**src/rtl/xfer_pkg.sv**
```systemverilog
package xfer_pkg;
  // Strobes from control to datapath; at most one is high in any cycle
  typedef struct packed {
    logic loadEn;
    logic shiftEn;
  } xferCtl_t;
endpackage

```
**src/rtl/xfer_ctrl.sv**
```systemverilog
module xfer_ctrl
  import xfer_pkg::*;
#(
  parameter int WIDTH = 4
) (
  input  logic     clk,
  input  logic     rst,
  input  logic     load,
  input  logic     start,
  output xferCtl_t ctl,
  output logic     done
);
  localparam int CNT_W = (WIDTH > 2) ? $clog2(WIDTH) : 1;
  localparam logic [CNT_W-1:0] LAST = CNT_W'(WIDTH - 1);

  logic             busy;
  logic [CNT_W-1:0] shiftCnt;

  always_ff @(posedge clk) begin
    if (rst) begin
      busy     <= 1'b0;
      shiftCnt <= '0;
      done     <= 1'b0;
    end else begin
      done <= 1'b0;
      if (busy) begin
        if (shiftCnt == LAST) begin
          busy     <= 1'b0;
          shiftCnt <= '0;
          done     <= 1'b1;
        end else begin
          shiftCnt <= shiftCnt + 1'b1;
        end
      end else if (start) begin
        busy     <= 1'b1;
        shiftCnt <= '0;
      end
    end
  end

  always_comb begin
    ctl.loadEn  = load & ~busy;
    ctl.shiftEn = busy;
  end
endmodule

```
**src/rtl/xfer_datapath.sv**
```systemverilog
module xfer_datapath
  import xfer_pkg::*;
#(
  parameter int WIDTH = 4
) (
  input  logic             clk,
  input  logic             rst,
  input  xferCtl_t         ctl,
  input  logic [WIDTH-1:0] loadA,
  input  logic [WIDTH-1:0] loadB,
  output logic [WIDTH-1:0] regA,
  output logic [WIDTH-1:0] regB
);
  // One cell per bit position; the top cell takes the source's low bit
  for (genvar i = 0; i < WIDTH; i++) begin : g_cell
    localparam int SRC = (i == WIDTH - 1) ? 0 : i + 1;
    always_ff @(posedge clk) begin
      if (rst) begin
        regA[i] <= 1'b0;
        regB[i] <= 1'b0;
      end else if (ctl.loadEn) begin
        regA[i] <= loadA[i];
        regB[i] <= loadB[i];
      end else if (ctl.shiftEn) begin
        regA[i] <= regA[SRC];
        regB[i] <= (i == WIDTH - 1) ? regA[0] : regB[SRC];
      end
    end
  end
endmodule

```
**src/rtl/loopback_xfer.sv**
```systemverilog
module loopback_xfer
  import xfer_pkg::*;
#(
  parameter int WIDTH = 4
) (
  input  logic             clk,
  input  logic             rst,
  input  logic             load,
  input  logic [WIDTH-1:0] loadA,
  input  logic [WIDTH-1:0] loadB,
  input  logic             start,
  output logic             done,
  output logic [WIDTH-1:0] regA,
  output logic [WIDTH-1:0] regB
);
  xferCtl_t ctl;

  xfer_ctrl #(.WIDTH(WIDTH)) u_ctrl (
    .clk(clk), .rst(rst), .load(load), .start(start), .ctl(ctl), .done(done)
  );

  xfer_datapath #(.WIDTH(WIDTH)) u_dp (
    .clk(clk), .rst(rst), .ctl(ctl), .loadA(loadA), .loadB(loadB),
    .regA(regA), .regB(regB)
  );
endmodule

```
**config.mk**
```make
export PLATFORM = sky130hd
export DESIGN_NAME = loopback_xfer
export DESIGN_NICKNAME = d
export VERILOG_FILES = /design/src/rtl/xfer_pkg.sv /design/src/rtl/xfer_ctrl.sv /design/src/rtl/xfer_datapath.sv /design/src/rtl/loopback_xfer.sv
export SDC_FILE = /design/constraint.sdc
export NUM_CORES = 1
export LEC_CHECK = 0
export CORE_AREA = 10 10 47 49
export DETAILED_ROUTE_END_ITERATION = 8
export DIE_AREA = 0 0 57 59
export HOLD_SLACK_MARGIN = 0.15
export PLACE_DENSITY_LB_ADDON = 0.25
export SETUP_SLACK_MARGIN = 0.02
export SLEW_MARGIN = 20
export SYNTH_ARGS = -nofsm -noshare
export SYNTH_HDL_FRONTEND = slang
export SYNTH_SLANG_ARGS = --single-unit
```
**constraint.sdc**
```tcl
create_clock -name clk -period 1.6 [get_ports clk]
set_input_delay 0.32 -clock clk [delete_from_list [all_inputs] [get_ports clk]]
set_output_delay 0.32 -clock clk [all_outputs]
set_load 0.02 [all_outputs]
```
* Word level (Yosys, flattened, before mapping)
Index checks and enable logic that the tools add are counted.
Widths: inputs -> output; s select.
** Word-level totals
- Register bits :: 12
** Operators by class
- Reduce and logical (&&, ||, !) cells :: 3
- Bitwise logic cells :: 2
- Equality and inequality tests :: 1
- Muxes and demuxes :: 22
- Add/sub/neg operators :: 1
** Operator list (count)
- $mux 1 :: 19
- $mux 2 :: 3
- $reduce_bool 2->1 :: 2
- $add 2x1->2 const B :: 1
- $eq 2x2->1 const B :: 1
- $reduce_or 2->1 :: 1
- $and 1x1->1 :: 1
- $not 1->1 :: 1

* Depth between registers and ports, before layout
Gate-level depths: netlist of run 1.
- Depth after elaboration :: 3
- Gate-level depth with buffers :: 3
- Mapped depth without buffers :: 3

* By module
Synthesis of run 1 repeated with hierarchy kept, for this count alone.
** Second synthesis, totals
- Cell total of the unflattened synthesis :: 53
- Area total of the unflattened synthesis :: 555.5 um2
** By module, submodules not included
- xfer_datapath :: times used 1, cells an instance 35, area an instance 369.1 um2
- xfer_ctrl :: times used 1, cells an instance 18, area an instance 186.4 um2

* Least setup slack after synthesis of run 1
Ideal clock, no wire load.
- Path kind :: register to register
- Start point :: reg u_ctrl.busy
- End point :: reg u_ctrl.shiftCnt[1]
- Slack :: 0.726 ns
- Clock period less this slack :: 0.874 ns
- Data required time :: 1.530 ns
- Stages on the path, launching flop included :: 3
- Arrival :: 0.804 ns
- Buffers on the path :: 0
- Path through :: dfxtp_1 -> or3b_1 -> a21oi_1
** Between the ends
- Longest elaborated chain between the ends :: 1
- Elaborated cells between the ends (all ways) :: 2
** RTL lines
- start, declared :: RTL line xfer_ctrl.sv:16 : logic busy;
- start signal, assigned :: RTL line xfer_ctrl.sv:21 : busy <= 1'b0;
- start signal, assigned :: RTL line xfer_ctrl.sv:28 : busy <= 1'b0;
- start signal, assigned :: RTL line xfer_ctrl.sv:35 : busy <= 1'b1;
- $mux 2 or $reduce_bool 2->1 (tied branches)
- end signal, assigned :: RTL line xfer_ctrl.sv:32 : shiftCnt <= shiftCnt + 1'b1;
- end, declared :: RTL line xfer_ctrl.sv:17 : logic [CNT_W-1:0] shiftCnt;
Parallel ways exist; a longest one is shown, timed or not.
A chain may end at the register's enable or synchronous reset.

* Worst setup path after layout of run 1
- Start point :: reg u_dp.regB[0]
- End point :: out regB[0]
** RTL lines
- start, declared :: RTL line xfer_datapath.sv:12 : output logic [WIDTH-1:0] regB
- start signal, assigned by index :: RTL line xfer_datapath.sv:23 : regB[i] <= loadB[i];
- start signal, assigned by index :: RTL line xfer_datapath.sv:26 : regB[i] <= (i == WIDTH - 1) ? regA[0] : regB[SRC];
- end, declared :: RTL line loopback_xfer.sv:14 : output logic [WIDTH-1:0] regB
No word-level cell between the ends.

==> metrics.txt, run 1 <==
endpoints failing setup 0; sequential element share of the synthesized area between 40 and 50%; critical path buffer and inverter count 1; Worst Path Required 1.28 ns; Max VDD drop 0.387 mV; Multi-input gate area ~270 sq um; Num CTS Buffers 3; Post-Synthesis Mean Instance Area 10.5 sq um; gr usage total 8.28%; Area Growth Syn to Fin 44.6%; remaining global-route overflow 0; Max Cap Violations 0; Period minus WS final between 1.5 and 2 ns; CP Class reg2out; vias roughly 440; Post-CTS Setup Bufs 0; First-pass DRT Iterations 3; Routed Antenna Nets 0; Rows 14; Worst-Margin Slew about 0.47 ns; Chip Width between 50 and 60 um; Synth Net Count 66; final core utilization between 50% and 60%; mapped cell area roughly 540 sq um; fraction of layout cells with a size suffix above 1 under 10%; Via density 4.92; Crit path largest cell delay between 0.6 and 0.7 ns; crit-path max FO 2; final period utilization approximately 96%; DR iter-0 viols 9; HPWL after detailed placement 939 um; Worst Skew about 0.00064 ns; delay-heaviest family, CP buffers and inverters; Clk Latency, worst-skew pair 0.26 ns; CTS max path bufs 2; RSZ-0062 raised after global routing false; static leakage 0.386 nW; post-place setup slack between 0.15 and 0.2 ns; setup TNS 0 ns; Unique masters post-synth 14; drt wl/cell ~15 um; Port Buf Inserts 20; nature of the critical path startpoint flop; CTS Root Cell clkbuf_4; worst-path cell chain clkdlybuf4s50_1; register area between 200 and 250 sq um; H-tree levels 1; Area after DPL around 760 sq um; Fillers roughly 130; Core Footprint 0.00140 sq mm; Setup crit start u_dp.regB[0]; # DRC 0; first-pass GRT wire length between 2 and 2.5 mm; initial antenna violation count 0; r2r startpoint u_ctrl.busy; Fmax roughly 650 MHz; setup ws final ~0.068 ns; Worst slew margin approximately 70%; CP max-delay cell clkdlybuf4s50_1; final net count just under 90; largest net degree at the start of global routing 16; number of global-route vias before repair ~470; I/O pins 21; cell area after layout 787 sq um; outcome finished, final reports clean; initial core utilization 38.8%; YS warnings 0; Final Routed Wirelength roughly 1.3 mm; antenna cells 0; most frequent cells in the layout clkdlybuf4s50_1, dfxtp_1, mux2i_1, a211oi_1, nor2b_1; Fin. Hold Viols 0; die area around 0.0034 sq mm; cells after synthesis 52; DIE HEIGHT 59 um; clk sinks 12; Worst-path clk slew 0.07 ns; crit path DAT 1.21 ns; flops & latches, synth 12; worst min-delay path class reg2reg; total power per unit cell area around 870 mW/mm^2; Critical Path End Type output pin; Pins Over Slew Limit 0; CTS tree done; Hold Path Origin u_dp.regB[3]; commonest non-fill, non-tap cell in the layout clkdlybuf4s50_1; gpl congestion between 0.6 and 0.7
==> cell type report <==
cell class	instances	share of cell area [%]
Tap cell	16	2.54
Sequential cell	12	30.5
Timing Repair Buffer	21	28.8
Multi-Input combinational cell	36	34.8
Clock buffer	3	2.86
Inverter	1	0.477
==> sequential cells by signal (all words and copies together) (netlist names) <==
register,cells
u_dp.regB,4
u_dp.regA,4
u_ctrl.done,1
u_ctrl.shiftCnt,2
u_ctrl.busy,1
==> routing by layer <==
layer  up-vias  global-route usage [%]  share of wire (%)
li1        225                       -                  -
met2        11                    12.7                 45
met5         -                       0                  0
met1       200                    9.11                 47
met4         0                    6.04               0.93
met3         2                    3.22                7.8
==> through the flow <==
stage	power, W	std cells	hold WS (ns)
detailed placement	0.000516	86	0.526
floorplan	0.000436	52	0.393
CTS	0.000697	89	0.537
finish	0.000681	89	0.529
global placement	0.000514	86	0.516
global route	0.000718	89	0.571
==> final timing paths <==
path                  endpoint  slack (ns)  depth (start not counted)
setup / recovery       regB[0]        0.07                          1
hold / removal    u_dp.regB[2]        0.53                          2
hold reg to reg   u_dp.regB[2]        0.53                          2
setup reg to reg  u_dp.regB[0]        0.46                          2
==> cells in the mapped netlist, drive strengths merged <==
cell	n	share of area, %
or3b	2	3.2
dfxtp	12	44
clkbuf	1	0.69
or2b	2	2.8
nor2	1	0.69
ha	2	4.6
nand2	2	1.4
inv	1	0.69
mux2i	8	15
a21oi	3	2.8
nand2b	1	1.2
buf	2	4.1
a211oi	8	11
nor2b	7	8.0
==> power by group <==
group	switching (W)	internal, W
sequential	0.0000228	0.000323
clock	0.0000940	0.0000870
combinational	0.0000688	0.0000856
total	0.000186	0.000496
==> what timing repair did <==
action	CTS	global route
hold buffers	0	0
resized for setup	3	4
cloned	0	0
endpoints found under the setup margin	3	4
pin swaps	0	0
==> kinds of logic after synthesis <==
kind of cell    Yosys count  share of synthesized area (%)
flops                    12                           44.1
fa+ha+maj                 2                           4.60
compound gates           11                           13.8
simple gates             15                           17.2
mux                       8                           14.7
buf+inv                   4                           5.52
(Power assumes the default switching activity.)
==> run 2: changes to the inputs <==
CELL_PAD_IN_SITES_DETAIL_PLACEMENT = 0   (was not set)
CELL_PAD_IN_SITES_GLOBAL_PLACEMENT = 1   (was not set)
CORE_AREA = not set   (was 10 10 47 49)
CORE_MARGIN = 10   (was not set)
CORE_UTILIZATION = 33   (was not set)
DIE_AREA = not set   (was 0 0 57 59)
SLEW_MARGIN = 10   (was 20)
==> metrics.txt, run 2 (synthesis gave the netlist of run 1 again) <==
post-place setup slack 0.197 ns; CTS Root Cell clkbuf_4; final net count ~90; drt wl/cell 13.5 um; final period utilization about 96%; Worst Path Required around 1.3 ns; CTS tree done; worst-path cell chain clkdlybuf4s50_1; hold_ws around 0.53 ns; commonest non-fill, non-tap cell in the layout clkdlybuf4s50_1; nature of the critical path startpoint flop; top flop regs u_dp.regA x4, u_dp.regB x4, u_ctrl.shiftCnt x2; Final Routed Wirelength ~1.2 mm; Critical Path Stages 1; clk sinks 12; Crit path largest cell delay 0.60 ns; Post-CTS Setup Bufs 0; DR iter-0 viols 6; First-pass DRT Iterations 2; CP Class reg2out; Fin. Hold Viols 0; Worst Skew between 0.005 and 0.006 ns; Rows 14; static leakage slightly below 0.4 nW; setup ws final 0.0704 ns; Num CTS Buffers 3; delay-heaviest family, CP buffers and inverters; final core utilization roughly half; Hold Path Stages 2; CP max-delay cell clkdlybuf4s50_1; Clk Latency, worst-skew pair 0.28 ns; largest net degree at the start of global routing 16; Port Buf Inserts 20; endpoints failing setup 0; Worst-Margin Slew 0.432 ns; first-pass GRT wire length between 1.5 and 2 mm; worst min-delay path class reg2reg; Chip Width approximately 61 um; # DRC 0; HPWL after detailed placement a little under 900 um; outcome finished, final reports clean; DIE HEIGHT between 60 and 70 um; die area ~0.0037 sq mm; RSZ-0062 raised after global routing false; Worst slew margin roughly 71%; crit-path max FO 2; Max Cap Violations 0; Critical Path End Type output pin; Via density around 4.8; Core Footprint approximately 0.0015 sq mm; vias ~430; I/O pins 21; fraction of layout cells with a size suffix above 1 around 6.8%; crit path DAT around 1.2 ns; initial antenna violation count 0; gpl congestion ~0.7; PnR Total Power around 0.00074 W; CTS max path bufs 2; Area Growth Syn to Fin 47.1%; Max VDD drop roughly 0.69 mV; r2r worst-path depth 2; Routed Antenna Nets 0; Pins Over Slew Limit 0; most frequent cells in the layout clkdlybuf4s50_1, dfxtp_1, mux2i_1, a211oi_1, nor2b_1; Period minus WS final approximately 1.5 ns; Worst-path clk slew 0.08 ns; gr usage total around 6.7%; critical path buffer and inverter count 1; number of global-route vias before repair about 430; H-tree levels 1; initial core utilization about a third; total power per unit cell area slightly above 900 mW/mm^2; setup TNS 0 ns; Fmax around 650 MHz; remaining global-route overflow 0; antenna cells 0
[run 2: cell types whose count changed in the layout (fill, tap and decap cells not counted)]
cell,previous run,this run
clkbuf_8,0,1
[run 2: report_power, final]
group	switching [W]	leakage [nW]	internal, W
Combinational	0.0000683	0.273	0.0000856
Clock	0.000102	0.0210	0.000138
Sequential	0.0000223	0.0991	0.000323
Total	0.000193	0.394	0.000547
[run 2: final timing paths]
kind	start	endpoint	slack, ns
max	u_dp.regB[0]	regB[0]	0.07
min reg2reg	u_dp.regB[1]	u_dp.regB[0]	0.53
max reg2reg	u_ctrl.busy	u_dp.regA[1]	0.42
min	u_dp.regB[1]	u_dp.regB[0]	0.53
[run 2: layout make-up]
cell class | instances | area [sq um]
well taps | 16 | 20.0
inverters | 1 | 3.75
fillers | 150 | 741
flip-flops and latches | 12 | 240
clock buffers | 4 | 36.3
multi-input cells | 36 | 274
repair buffers | 21 | 226
[run 2: routing by layer]
metal / global-route usage, % / vias to the layer above / part of all wire, %
met1: 7.32 / 185 / 44
met2: 9.02 / 17 / 39
li1: - / 229 / -
met4: 1.88 / 0 / 0.83
met5: 0 / - / 0
met3: 6.47 / 2 / 16
[run 2: per-stage QoR]
step | instance area, sq um | instances
after floorplan | 544 | 52
after global placement | 758 | 86
after detailed placement | 758 | 86
after CTS | 791 | 90
after global routing | 801 | 90
final | 801 | 90
[run 2: repair_timing]
action | CTS | global route
hold buffers | 0 | 0
resized for setup | 3 | 4
setup endpoints to repair | 3 | 4
==> run 3: changes to the inputs <==
CTS_CLUSTER_SIZE = 30   (was not set)
clock period = 1.8 ns   (was 1.6 ns; I/O delays follow)
==> metrics.txt, run 3 (synthesis gave the netlist of run 1 again) <==
R2R setup slack approximately 0.68 ns; Clk Latency, worst-skew pair 0.26 ns; Hold Path Origin u_dp.regB[3]; CTS tree done; delay-heaviest family, CP buffers and inverters; Fmax slightly above 600 MHz; Hold Path Stages 2; CP max-delay cell clkdlybuf4s50_1; Worst-path clk slew roughly 0.080 ns; die area roughly 0.0037 sq mm; remaining global-route overflow 0; total power per unit cell area 837 mW/mm^2; Fin. Hold Viols 0; r2r startpoint u_ctrl.busy; nature of the critical path startpoint flop; Crit path largest cell delay between 0.6 and 0.7 ns; Max VDD drop 0.356 mV; CTS Root Cell clkbuf_4; fraction of layout cells with a size suffix above 1 around 6.8%; setup TNS 0 ns; first-pass GRT wire length 1.83 mm; placed insts between 80 and 90; Critical Path Stages 1; DIE HEIGHT approximately 61 um; Core Footprint 0.00154 sq mm; gr usage total roughly 6.5%; worst min-delay path class reg2reg; Max Cap Violations 0; Area Growth Syn to Fin 43.7%; clk sinks 12; H-tree levels 1; crit-path max FO 3; Routed Antenna Nets 0; post-place setup slack roughly 0.36 ns; largest net degree at the start of global routing 16; Pins Over Slew Limit 0; vias 448; initial antenna violation count 0; r2r worst-path depth 2; most frequent cells in the layout clkdlybuf4s50_1, dfxtp_1, mux2i_1, a211oi_1, nor2b_1; CP Class reg2out; number of global-route vias before repair 406; critical path buffer and inverter count 1; DR iter-0 viols 4; Rows 14; First-pass DRT Iterations 6; Num CTS Buffers 3; I/O pins 21; # DRC 0; final non-filler cell total 90; hold-fix buffer count after cts 0; Worst slew margin 68.9%; Critical Path End Type output pin; HPWL after detailed placement just under 900 um; static leakage between 0.3 and 0.4 nW; worst-path cell chain clkdlybuf4s50_1; Worst Skew roughly 0.0044 ns; Worst Hold Path EP u_dp.regB[2]; PnR Total Power between 0.0006 and 0.0007 W; Chip Width 60.6 um; Period minus WS final approximately 1.6 ns; CTS max path bufs 2; antenna cells 0; commonest non-fill, non-tap cell in the layout clkdlybuf4s50_1; Final Routed Wirelength 1.20 mm; drt wl/cell 13.3 um; gpl congestion around 0.70; Post-CTS Setup Bufs 0; initial core utilization 35.3%; final net count 89; setup ws final 0.192 ns; endpoints failing setup 0; Post-CTS Resized 0; Via density 4.98; top flop regs u_dp.regA x4, u_dp.regB x4, u_ctrl.shiftCnt x2; Worst Path Required around 1.4 ns; Port Buf Inserts 20; outcome finished, final reports clean; crit path DAT between 1 and 1.5 ns; Worst-Margin Slew about 0.46 ns; final period utilization between 80% and 90%; Reg-to-Reg End u_dp.regA[2]; RSZ-0062 raised after global routing false
-- run 3: changes by cell type in the layout (fill, tap and decap cells not counted), sizes merged --
cell,delta
dlygate4sd2,-3
dlymetal6s2s,-4
clkdlybuf4s50,+7
-- run 3: cell type report --
| class | count | area, sq um |
|---|---|---|
| fill | 145 | 759 |
| multi-input combinational | 36 | 274 |
| sequential | 12 | 240 |
| clock buffer | 4 | 36.3 |
| tap | 16 | 20.0 |
| timing repair buffer | 21 | 208 |
| inverter | 1 | 3.75 |
-- run 3: tightest hold or removal path: stages (launching register included) --
cell and delay, ns:
dfxtp_1 0.33, nor2b_1 0.11, a211oi_1 0.05
-- run 3: per-layer routing --
metal,routed length (um),GRT usage (%)
met1,560,8.39
met2,455,7.86
met3,169,3.97
met4,12,3.76
met5,0,0
-- run 3: how the worst max path moves through the flow --
stage | slack (ns) | startpoint | end
floorplan | 0.92 | start | u_ctrl.shiftCnt[1]
global placement | 0.36 | load | u_dp.regA[2]
detailed placement | 0.36 | load | u_dp.regB[0]
CTS | 0.18 | u_dp.regB[3] | regB[3]
global route | 0.12 | u_dp.regA[0] | regA[0]
finish | 0.19 | u_dp.regA[3] | regA[3]
-- run 3: stage by stage --
stage	utilization (%)	instance area, sq um	hold slack [ns]
finish	50.7	782	0.523
global route	50.7	782	0.562
CTS	50.7	782	0.539
detailed placement	48.4	746	0.521
global placement	48.4	746	0.516
floorplan	-	544	0.433
-- run 3: power by group --
| group | internal [W] | total, W | switching (W) |
|---|---|---|---|
| Combinational | 0.0000794 | 0.000139 | 0.0000599 |
| Clock | 0.000123 | 0.000208 | 0.0000854 |
| Sequential | 0.000287 | 0.000307 | 0.0000196 |
